--- src/rtl/xfer_cmd_pkg.sv ---
// Shared constants for the transfer count / command front end.
// Assumes an 8-bit host data path and a 7-bit opcode field.
package xfer_cmd_pkg;
    localparam int DATA_W = 8;
    localparam int OPC_W  = 7;

    // register addresses
    localparam logic [3:0] A_CNT_LO = 4'd0;
    localparam logic [3:0] A_CNT_MD = 4'd1;
    localparam logic [3:0] A_CNT_HI = 4'd2;
    localparam logic [3:0] A_CMD    = 4'd3;
    localparam logic [3:0] A_STAT   = 4'd4;
    localparam logic [3:0] A_INTR   = 4'd5;
    localparam logic [3:0] A_SEQ    = 4'd6;
    localparam logic [3:0] A_FLAGS  = 4'd7;
    localparam logic [3:0] A_CFG    = 4'd8;

    // opcodes
    localparam logic [OPC_W-1:0] OP_NOP    = 7'h00;
    localparam logic [OPC_W-1:0] OP_FLUSH  = 7'h01;
    localparam logic [OPC_W-1:0] OP_RESET  = 7'h02;
    localparam logic [OPC_W-1:0] OP_XFER   = 7'h10;
    localparam logic [OPC_W-1:0] OP_CMPL   = 7'h11;
    localparam logic [OPC_W-1:0] OP_SEL    = 7'h41;
    localparam logic [OPC_W-1:0] OP_SELATN = 7'h42;

    // strobe bit positions
    typedef enum int {
        S_NOP = 0, S_FLUSH = 1, S_RESET = 2, S_XFER = 3,
        S_CMPL = 4, S_SEL = 5, S_SELATN = 6
    } stb_idx_e;
    localparam int NUM_OPS = 7;

    localparam int                TC_BIT    = 4;
    localparam logic [DATA_W-1:0] INTR_DONE = 8'h08;
    localparam logic [DATA_W-1:0] CFG_RST   = 8'h07;
endpackage

--- src/rtl/xcf_count_regs.sv ---
// Written and working copies of the transfer count, plus the
// "high byte written" flag. Assumes CNT_W is a multiple of 8.
module xcf_count_regs #(
    parameter int CNT_W = 24
) (
    input  logic             clk,
    input  logic             rst_n,
    input  logic             clr,
    input  logic [CNT_W/8-1:0] byte_we,
    input  logic [7:0]       wdata,
    input  logic             reload,
    output logic [CNT_W-1:0] wr_cnt,
    output logic [CNT_W-1:0] wk_cnt,
    output logic             hi_written
);
    localparam int NB = CNT_W / 8;

    genvar i;
    generate
        for (i = 0; i < NB; i++) begin : g_byte
            // write copy of one count byte
            always_ff @(posedge clk) begin
                if (!rst_n || clr)   wr_cnt[i*8 +: 8] <= '0;
                else if (byte_we[i]) wr_cnt[i*8 +: 8] <= wdata;
            end
        end
    endgenerate

    // working copy, loaded from the write copy on a DMA command
    always_ff @(posedge clk) begin
        if (!rst_n || clr) wk_cnt <= '0;
        else if (reload)   wk_cnt <= wr_cnt;
    end

    // remembers the first write of the top count byte
    always_ff @(posedge clk) begin
        if (!rst_n || clr)        hi_written <= 1'b0;
        else if (byte_we[NB-1])   hi_written <= 1'b1;
    end
endmodule

--- src/rtl/xcf_cmd_decode.sv ---
// Decodes the opcode field into a one-hot vector and registers it as
// one-cycle strobes. Only the power-on reset clears the strobes, so
// a reset command still shows its own strobe.
module xcf_cmd_decode
    import xfer_cmd_pkg::*;
(
    input  logic             clk,
    input  logic             rst_n,
    input  logic             cmd_we,
    input  logic [OPC_W-1:0] opcode,
    output logic [NUM_OPS-1:0] dec,
    output logic [NUM_OPS-1:0] stb
);
    // combinational opcode match
    always_comb begin
        dec = '0;
        unique case (opcode)
            OP_NOP:    dec[S_NOP]    = 1'b1;
            OP_FLUSH:  dec[S_FLUSH]  = 1'b1;
            OP_RESET:  dec[S_RESET]  = 1'b1;
            OP_XFER:   dec[S_XFER]   = 1'b1;
            OP_CMPL:   dec[S_CMPL]   = 1'b1;
            OP_SEL:    dec[S_SEL]    = 1'b1;
            OP_SELATN: dec[S_SELATN] = 1'b1;
            default:   dec = '0;
        endcase
    end

    // strobe register, one cycle per command write
    always_ff @(posedge clk) begin
        if (!rst_n)      stb <= '0;
        else if (cmd_we) stb <= dec;
        else             stb <= '0;
    end
endmodule

--- src/rtl/xcf_len_calc.sv ---
// Effective transfer length: min(count, limit). A count of zero
// means 65536. The limit is the magnitude of the signed pending size,
// or CMD_BUF while a command is being collected. Purely combinational.
module xcf_len_calc #(
    parameter int CNT_W   = 24,
    parameter int PEND_W  = 25,
    parameter int CMD_BUF = 32
) (
    input  logic [CNT_W-1:0]  cnt,
    input  logic [PEND_W-1:0] pend,
    input  logic              collect,
    output logic [CNT_W-1:0]  len
);
    localparam int CW = (PEND_W > CNT_W + 1) ? PEND_W : CNT_W + 1;

    logic [CW-1:0] cnt_eff, mag, lim, res;

    // zero count stands for 65536; the sign of pend selects negation
    always_comb begin
        cnt_eff = (cnt == '0) ? CW'(32'h10000) : CW'(cnt);
        mag     = pend[PEND_W-1] ? CW'(~pend + 1'b1) : CW'(pend);
        lim     = collect ? CW'(CMD_BUF) : mag;
        res     = (cnt_eff < lim) ? cnt_eff : lim;
        len     = res[CNT_W-1:0];
    end
endmodule

--- src/rtl/xfer_cmd_front.sv ---
// Top of the transfer count / command front end. Holds status, event
// and configuration registers, drives the read mux, and applies the
// reset command as a synchronous clear of all register state.
module xfer_cmd_front
    import xfer_cmd_pkg::*;
#(
    parameter int         ADDR_W  = 4,
    parameter int         CNT_W   = 24,
    parameter int         PEND_W  = 25,
    parameter int         CMD_BUF = 32,
    parameter logic [7:0] CHIP_ID = 8'h5A
) (
    input  logic               clk,
    input  logic               rst_n,
    input  logic               wr_en,
    input  logic [ADDR_W-1:0]  addr,
    input  logic [7:0]         wdata,
    output logic [7:0]         rdata,
    input  logic [PEND_W-1:0]  pend_size,
    input  logic               cmd_collect,
    input  logic               tc_set,
    input  logic               ev_load,
    input  logic [7:0]         ev_intr,
    input  logic [7:0]         ev_seq,
    input  logic [7:0]         ev_flags,
    output logic               dma_mode,
    output logic [CNT_W-1:0]   xfer_len,
    output logic [NUM_OPS-1:0] op_stb
);
    localparam int NB = CNT_W / 8;

    logic [NB-1:0]      byte_we;
    logic [NUM_OPS-1:0] dec;
    logic [CNT_W-1:0]   wr_cnt, wk_cnt, src_cnt, len_c;
    logic               hi_wr_q, tc_q, wr_cmd, clr, reload, cnt_we;
    logic [7:0]         intr_q, seq_q, flags_q, cfg1_q, cmd_q;

    assign wr_cmd = wr_en && (addr == ADDR_W'(A_CMD));
    assign clr    = wr_cmd && dec[S_RESET];
    assign reload = wr_cmd && wdata[7] && !dec[S_RESET];
    assign cnt_we = |byte_we;

    genvar b;
    generate
        for (b = 0; b < NB; b++) begin : g_we
            assign byte_we[b] = wr_en && (addr == ADDR_W'(b));
        end
    endgenerate

    xcf_count_regs #(.CNT_W(CNT_W)) u_cnt (
        .clk(clk), .rst_n(rst_n), .clr(clr), .byte_we(byte_we),
        .wdata(wdata), .reload(reload), .wr_cnt(wr_cnt),
        .wk_cnt(wk_cnt), .hi_written(hi_wr_q)
    );

    xcf_cmd_decode u_dec (
        .clk(clk), .rst_n(rst_n), .cmd_we(wr_cmd),
        .opcode(wdata[OPC_W-1:0]), .dec(dec), .stb(op_stb)
    );

    // the count seen by a transfer command includes a same-write reload
    assign src_cnt = wdata[7] ? wr_cnt : wk_cnt;

    xcf_len_calc #(.CNT_W(CNT_W), .PEND_W(PEND_W), .CMD_BUF(CMD_BUF)) u_len (
        .cnt(src_cnt), .pend(pend_size), .collect(cmd_collect), .len(len_c)
    );

    // DMA mode follows bit 7 of each command byte
    always_ff @(posedge clk) begin
        if (!rst_n || clr) dma_mode <= 1'b0;
        else if (wr_cmd)   dma_mode <= wdata[7];
    end

    // terminal-count bit: clears win over the set request
    always_ff @(posedge clk) begin
        if (!rst_n || clr)                               tc_q <= 1'b0;
        else if (cnt_we || (wr_cmd && dec[S_XFER] && wdata[7])) tc_q <= 1'b0;
        else if (tc_set)                                 tc_q <= 1'b1;
    end

    // interrupt reason, sequence step and FIFO flags
    always_ff @(posedge clk) begin
        if (!rst_n || clr) begin
            intr_q  <= '0;
            seq_q   <= '0;
            flags_q <= '0;
        end else if (wr_cmd && dec[S_FLUSH]) begin
            intr_q  <= INTR_DONE;
            seq_q   <= '0;
            flags_q <= '0;
        end else if (ev_load) begin
            intr_q  <= ev_intr;
            seq_q   <= ev_seq;
            flags_q <= ev_flags;
        end
    end

    // configuration register with its non-zero default
    always_ff @(posedge clk) begin
        if (!rst_n || clr)                            cfg1_q <= CFG_RST;
        else if (wr_en && addr == ADDR_W'(A_CFG))     cfg1_q <= wdata;
    end

    // last command byte, for readback
    always_ff @(posedge clk) begin
        if (!rst_n || clr) cmd_q <= '0;
        else if (wr_cmd)   cmd_q <= wdata;
    end

    // effective length, captured on a transfer-information command
    always_ff @(posedge clk) begin
        if (!rst_n || clr)              xfer_len <= '0;
        else if (wr_cmd && dec[S_XFER]) xfer_len <= len_c;
    end

    // read mux; the top count byte shows the chip ID until written
    always_comb begin
        rdata = '0;
        case (addr)
            ADDR_W'(A_CNT_LO): rdata = wk_cnt[7:0];
            ADDR_W'(A_CNT_MD): rdata = wk_cnt[15:8];
            ADDR_W'(A_CNT_HI): rdata = hi_wr_q ? wk_cnt[CNT_W-1 -: 8] : CHIP_ID;
            ADDR_W'(A_CMD):    rdata = cmd_q;
            ADDR_W'(A_STAT):   rdata = 8'(tc_q) << TC_BIT;
            ADDR_W'(A_INTR):   rdata = intr_q;
            ADDR_W'(A_SEQ):    rdata = seq_q;
            ADDR_W'(A_FLAGS):  rdata = flags_q;
            ADDR_W'(A_CFG):    rdata = cfg1_q;
            default:           rdata = '0;
        endcase
    end
endmodule

--- config.mk ---
export PLATFORM = sky130hd
export DESIGN_NAME = xfer_cmd_front
export DESIGN_NICKNAME = d
export VERILOG_FILES = /design/src/rtl/xfer_cmd_pkg.sv /design/src/rtl/xcf_count_regs.sv /design/src/rtl/xcf_cmd_decode.sv /design/src/rtl/xcf_len_calc.sv /design/src/rtl/xfer_cmd_front.sv
export SDC_FILE = /design/constraint.sdc
export NUM_CORES = 1
export LEC_CHECK = 0
export BUFFER_PORTS_ARGS = -buffer_cell sky130_fd_sc_hd__buf_4
export CAP_MARGIN = 5
export CORE_MARGIN = 2
export CORE_UTILIZATION = 30
export DETAILED_ROUTE_END_ITERATION = 7
export PLACE_DENSITY = 0.46
export SLEW_MARGIN = 20
export SYNTH_ARGS = -nofsm -noshare
export SYNTH_HDL_FRONTEND = slang
export SYNTH_SLANG_ARGS = --single-unit
--- constraint.sdc ---
create_clock -name clk -period 5.3 [get_ports clk]
set_clock_uncertainty 0.15 [all_clocks]
set_input_delay 0.795 -clock clk [delete_from_list [all_inputs] [get_ports clk]]
set_output_delay 0.795 -clock clk [all_outputs]
set_load 0.005 [all_outputs]
==> results of run 1 <==
[layout make-up]
type	count	area [um^2]	area share, %
multi-input cells	650	4210	49.2
clock buffers	23	488	5.70
repair buffers	124	943	11.0
inverters	7	26.3	0.307
well taps	285	357	4.16
flip-flops and latches	121	2420	28.3
clock inverters	8	118	1.37
[power groups by stage]
stage / clock [W] / combinational, W / sequential, W
final: 0.00120 / 0.000310 / 0.000937
after floorplan: 0 / 0.000187 / 0.000952
after CTS: 0.00122 / 0.000311 / 0.000937
after detailed placement: 0 / 0.000309 / 0.000957
after global routing: 0.00126 / 0.000338 / 0.000939
after global placement: 0 / 0.000312 / 0.000956
[final timing paths]
path | depth (start not counted) | start | endpoint | slack, ns
setup / recovery | 16 | pend_size[0] | xfer_len[0] | 0.68
hold / removal | 2 | cfg1_q[7] | cfg1_q[7] | 0.30
setup reg to reg | 10 | u_cnt.wk_cnt[1] | xfer_len[2] | 1.83
hold reg to reg | 2 | cfg1_q[7] | cfg1_q[7] | 0.30
[sequential cells by signal, summed over array words and instances (netlist names)]
signal            count
cmd_q                 7
u_dec.stb             7
u_cnt.hi_written      1
u_cnt.wk_cnt         24
dma_mode              1
flags_q               8
cfg1_q                8
seq_q                 8
tc_q                  1
xfer_len             24
u_cnt.wr_cnt         24
intr_q                8
[critical path: cells and delay by family]
kind,cells,cell delay [ns]
AOI/OAI and AO/OA,6,1.76
and+or+nand+nor,4,1.11
adders and majority gates,2,0.48
buffers and inverters,3,0.41
xor gates and xnor gates,1,0.20
[logic make-up after synthesis]
kind of cell               Yosys count  share of synthesized area, %
AOI/OAI and AO/OA                  197                          18.9
xor gates and xnor gates            19                          2.41
adders and majority gates           24                          4.34
buffers and inverters               74                          4.38
DFF                                121                          35.0
muxes                               71                          10.8
and+or+nand+nor                    339                          24.1
[metrics by stage]
stage                     hold slack, ns  total power, W  cells  utilization, %
after floorplan                    0.283         0.00114    845               -
after global placement             0.294         0.00127   1187            35.2
after detailed placement           0.299         0.00127   1187            35.2
after CTS                          0.306         0.00247   1218            37.8
after global routing               0.329         0.00254   1218            37.8
final                              0.304         0.00244   1218            37.8
[metal layers]
layer	share of wire (%)	wire length [um]	up-vias
met5	0	0	-
met4	1.5	359	0
met3	4.1	981	17
met2	46	10900	157
met1	48	11500	3043
li1	-	-	3213
[placed cells by master (no fill, tap or decap), drive strengths merged, types with 7 or more instances in the layout]
cell | synthesis | layout
inv | 7 | 7
nand2 | 149 | 149
clkbuf | 56 | 23
ha | 24 | 24
a21oi | 67 | 67
nor3 | 18 | 18
o31ai | 11 | 11
nor3b | 8 | 8
mux2i | 43 | 43
o211ai | 12 | 12
xnor2 | 18 | 18
o41ai | 7 | 7
nor2 | 62 | 62
and3 | 10 | 10
dfxtp | 121 | 121
mux2 | 28 | 28
o21ai | 41 | 41
nand3 | 23 | 23
or3 | 12 | 12
and4 | 8 | 8
or4 | 10 | 10
nor4 | 9 | 9
buf | 11 | 124
==> out/results.txt, run 1 <==
Register bit total from synthesis: 121
Die X: 156 um
Drt pass-1 iters: 6
Clk pwr share: 49.0%
Crit Path Class: input pin to flop
Worst-Skew Late Latency: 0.41 ns
Root Driver: clkbuf_16
Antenna violations before repair: 0
IO buf count: 106
H-tree depth: 4
First-pass GRT wire length: 36500 um
Top cells by area, synth: dfxtp_1 35%, nand2_1 8.1%, mux2i_1 6.2%
Sequential power share: 38.3%
I/O pin total: 107
Switching Share: 24.9%
CP max FO: 5
CP Cell Sequence: buf_4 > inv_1 > ha_1 > or4b_2 > or2_1 > o41ai_1 > xnor2_1 > nand2_1 > ha_1 > a21o_1 > a21o_1 > a211oi_1 > o311ai_2 > buf_4 > a2111oi_0 > nor3_1
Hold Path Class: flop to flop
Max-slew headroom: 28.3%
Largest area contributor in the netlist: dfxtp_1
Crit end category: flop
P&R area growth vs syn: 23.9%
Sink Count: 121
Hold_buf cts: 0
1st-iter DRT viols: 563
Gr usage total: 19.5%
EDFF count, synth: 0
Req. time, crit path: 5.44 ns
CTS tree: done
Cell count after synthesis: 845
Via Count: 6430
Register area share after synthesis: 35.0%
Detail Route Antenna Nets: 0
Cts repair resizes: 0
Final GP Congestion: 0.799
Setup ws final: 0.679 ns
Worst slack at placement: 0.236 ns
Comb pwr share: 12.7%
Final Cycle Share: 87.2%
# setup viols final: 0
Layout cells sized above 1: 22.5%
Core ar.: 22600 um^2
Placed inst area: 7960 um^2
Slowest cell on crit path: or4b_2
M3 GR Usage: 3.03%
Count of final max-slew check failures: 0
Run status: complete, no violations
Number of global-route vias before repair: 6198
WP data arrival: 4.76 ns
Int Power: 0.00184 W
PwrDens: 285 nW/um^2
RSZ-0062 raised after global routing: no
Fill count: 2351
Vias per cell: 5.28
Peak supply drop: 0.151 mV
Number of max-cap violations: 0
Wire per inst: 19.4 um
Met1 global-route usage: 27.6%
Unique cell type count in the Yosys netlist: 65
Nature of the critical path startpoint: input pin
P_sw: 0.000608 W
Die ar.: 24300 um^2
Largest net degree at the start of global routing: 40
Detailed placement HPWL: 17300 um
CTS Buffer Depth: 2
FP Rows: 55
Most used routing layer: met2
Post-CTS Setup Bufs: 0
Yosys warns: 0
Setup TNS: 0 ns
Non-Filler Cell Area, Final: 8570 um^2
Fin. Hold Viols: 0
Measured slew at the worst slew-check pin: 1.07 ns
Shortest period the worst path allows: 4.62 ns
Post-Route WL: 23700 um
Clock Pin Slew Worst Setup and Hold Paths: 0.06 ns
ANT cells: 0
Leakage dissipation: 3.41 nW
Congestion Overflow GR: 0
Top cells by count, synth: 149 x nand2_1, 121 x dfxtp_1, 67 x a21oi_1
Syn Nets: 936
GRT met2 Usage: 30.6%
# nets final: 1012
Share of the synthesized area in the top cell type: 35.0%
Max frequency: 216 MHz
Syn avg cell area: 8.18 um^2
Inserted Clock Buffers: 17
Top FF cell, synth: dfxtp_1
Post-synth ARST share: 0%
# DRC: 0
Largest stage delay, worst path: 0.62 ns
Die Span Y: 156 um
Mapped cell area: 6910 um^2
Initial core utilization: 30.5%
Top-count cell post-synth: nand2_1
Power figures use the tool's default switching activity.
==> inputs of run 2 (changes only) <==
PLACE_DENSITY = 0.45   (was 0.46)
SYNTH_HIERARCHICAL = 1   (was default)
==> run 2 against run 1 <==
- die area increased by 3.6%
- first-iteration DRC count is 47% lower
- count of clock-buffer cells in the layout fell by 2
- sequential power is essentially flat
- register-to-register slack worse by 0.22 ns
- global-route usage shrank 2.6 points
- maximum frequency is 1.7% higher
==> out/results.txt, run 2 <==
Top Registers: u_cnt/wk_cnt (24), u_cnt/wr_cnt (24), xfer_len (24)
WP buf/inv: 1 (-2)
Shortest period the worst path allows: 4.54 ns (-0.0777 ns)
H-tree depth: 4 (unchanged)
WP data arrival: 4.69 ns (-0.07 ns)
RSZ-0062 raised after global routing: no
Post-CTS Setup Bufs: 0 (unchanged)
Req. time, crit path: 5.45 ns (about the same)
Wire per inst: 17.4 um (-11%)
Min Hold Slack: 0.307 ns (+0.00292 ns)
Largest stage delay, worst path: 0.51 ns (-0.11 ns)
Initial core utilization: 30.5% (about the same)
Commonest cells after routing, fill and taps aside: 121 x dfxtp_1, 111 x buf_4, 108 x mux2i_1
Peak supply drop: 0.203 mV (+35%)
Drt pass-1 iters: 4 (-2)
Fill count: 2492 (+6.0%)
Mapped cell area: 7170 um^2 (+3.7%)
Detail Route Antenna Nets: 0 (unchanged)
Leakage dissipation: 3.46 nW (+1.6%)
Clock Pin Slew Worst Setup and Hold Paths: 0.06 ns (about the same)
Slowest cell on crit path: nor4_2
Antenna violations before repair: 0 (unchanged)
Nature of the critical path startpoint: input pin
Die ar.: 25100 um^2 (+3.6%)
1st-iter DRT viols: 296 (-47%)
First-pass GRT wire length: 32300 um (-11%)
Die X: 159 um (+1.8%)
Top layer in use: met4
Hold_buf cts: 0 (unchanged)
Most common cell after layout, fill and taps aside: dfxtp_1
Metal3 WL: 752 um (-23%)
Count of final max-slew check failures: 0 (unchanged)
ANT cells: 0 (unchanged)
Inserted Clock Buffers: 17 (unchanged)
Root Driver: clkbuf_16
Setup TNS: 0 ns (unchanged)
Number of global-route vias before repair: 5779 (-6.8%)
Fin. Hold Viols: 0 (unchanged)
Top cell by count, worst path: nand3_1
Cts repair resizes: 0 (unchanged)
M1 WL: 10300 um (-10%)
Run status: complete, no violations
Fin util: 36.3% (-1.5 points)
P&R area growth vs syn: 19.0%
Syn Nets: 903 (-3.5%)
Detailed placement HPWL: 15200 um (-12%)
Total Power Consumption: 0.00232 W (-5.2%)
PwrDens: 272 nW/um^2 (-4.8%)
Max frequency: 220 MHz (+1.7%)
Via Count: 5799 (-9.8%)
Final GP Congestion: 0.778 (-2.7%)
Gr usage total: 16.9% (-2.6 points)
Die Span Y: 159 um (+1.8%)
Setup ws final: 0.757 ns (+0.0777 ns)
Core ar.: 23500 um^2 (+3.7%)
CTS Buffer Depth: 2 (unchanged)
Largest net degree at the start of global routing: 50 (+25%)
Crit path max-delay family: simple AND/OR/NAND/NOR gates
Sink Count: 121 (unchanged)
Number of max-cap violations: 0 (unchanged)
Congestion Overflow GR: 0 (unchanged)
CTS tree: done
Worst-Skew Late Latency: 0.42 ns (about the same)
Yosys warns: 6 (+6)
Measured slew at the worst slew-check pin: 0.969 ns (-0.101 ns)
FP Rows: 56 (+1.8%)
Final Cycle Share: 85.7% (-1.5 points)
Cell count after synthesis: 812 (-3.9%)
Crit end category: flop
Post-Route WL: 20900 um (-12%)
Vias per cell: 4.82 (-8.7%)
Syn avg cell area: 8.82 um^2 (+7.9%)
CP Cell Sequence: buf_4 > nor4_2 > nand3_1 > o41ai_1 > xnor2_1 > nand2b_1 > ha_1 > nand3_1 > nor3_1 > a2111oi_0 > o221ai_1 > nand2_4 > mux2_2 > nand2_1 > a21oi_1
Max-slew headroom: 35.4% (+7.0 points)
# nets final: 962 (-4.9%)
Layout cells sized above 1: 24.5% (+2.0 points)
Met2 routed WL: 9570 um (-12%)
I/O pin total: 107 (unchanged)
Crit Path Class: input pin to flop
IO buf count: 106 (unchanged)
Hold Path Class: flop to flop
# DRC: 0 (unchanged)
CP max FO: 23 (+18)
Worst slack at placement: 0.298 ns (+0.0618 ns)
# setup viols final: 0 (unchanged)
## run 2: layout make-up
cell class | count | area, um^2 | area share, %
Multi-Input combinational cell | 592 | 4210 | 49.4
Tap cell | 319 | 399 | 4.68
Inverter | 28 | 105 | 1.23
Clock inverter | 11 | 98.8 | 1.16
Clock buffer | 21 | 460 | 5.40
Timing Repair Buffer | 111 | 833 | 9.77
Sequential cell | 121 | 2420 | 28.4
## run 2: worst reg2reg max path, cell delays in order (launching register included)
cell,delay (ns)
dfxtp_1,0.33
mux2_2,0.32
nor4_1,0.42
nand4_1,0.14
nor2_1,0.12
nor2_1,0.07
inv_1,0.06
ha_1,0.26
a211oi_1,0.27
o211ai_1,0.12
a31oi_1,0.17
o221ai_1,0.22
nand2_4,0.41
mux2_2,0.39
nand2_1,0.06
a21oi_1,0.07
## run 2: final timing paths
check	startpoint	endpoint	slack [ns]	cells after the start
setup / recovery	pend_size[6]	xfer_len[0]	0.76	15
hold / removal	xfer_len[1]	xfer_len[1]	0.31	2
setup reg to reg	u_cnt/wk_cnt[0]	xfer_len[0]	1.61	15
hold reg to reg	xfer_len[1]	xfer_len[1]	0.31	2
## run 2: metal layers
layer  GRT usage (%)  vias up
li1                -     2942
met5               0        -
met1            22.9     2704
met3            3.13       21
met2            27.8      132
met4            4.20        0
## run 2: stage by stage
| step | instances | area, um^2 |
|---|---|---|
| 2_1_floorplan | 812 | 7170 |
| 3_3_place_gp | 1171 | 7970 |
| 3_5_place_dp | 1171 | 7970 |
| 4_1_cts | 1203 | 8530 |
| 5_1_grt | 1203 | 8530 |
| 6_report | 1203 | 8530 |
## run 2: where the power goes
group / leakage [nW] / switching (W) / internal [W] / total [W]
Sequential: 0.980 / 0.00000904 / 0.000926 / 0.000935
Combinational: 2.23 / 0.000158 / 0.000125 / 0.000282
Clock: 0.257 / 0.000433 / 0.000667 / 0.00110
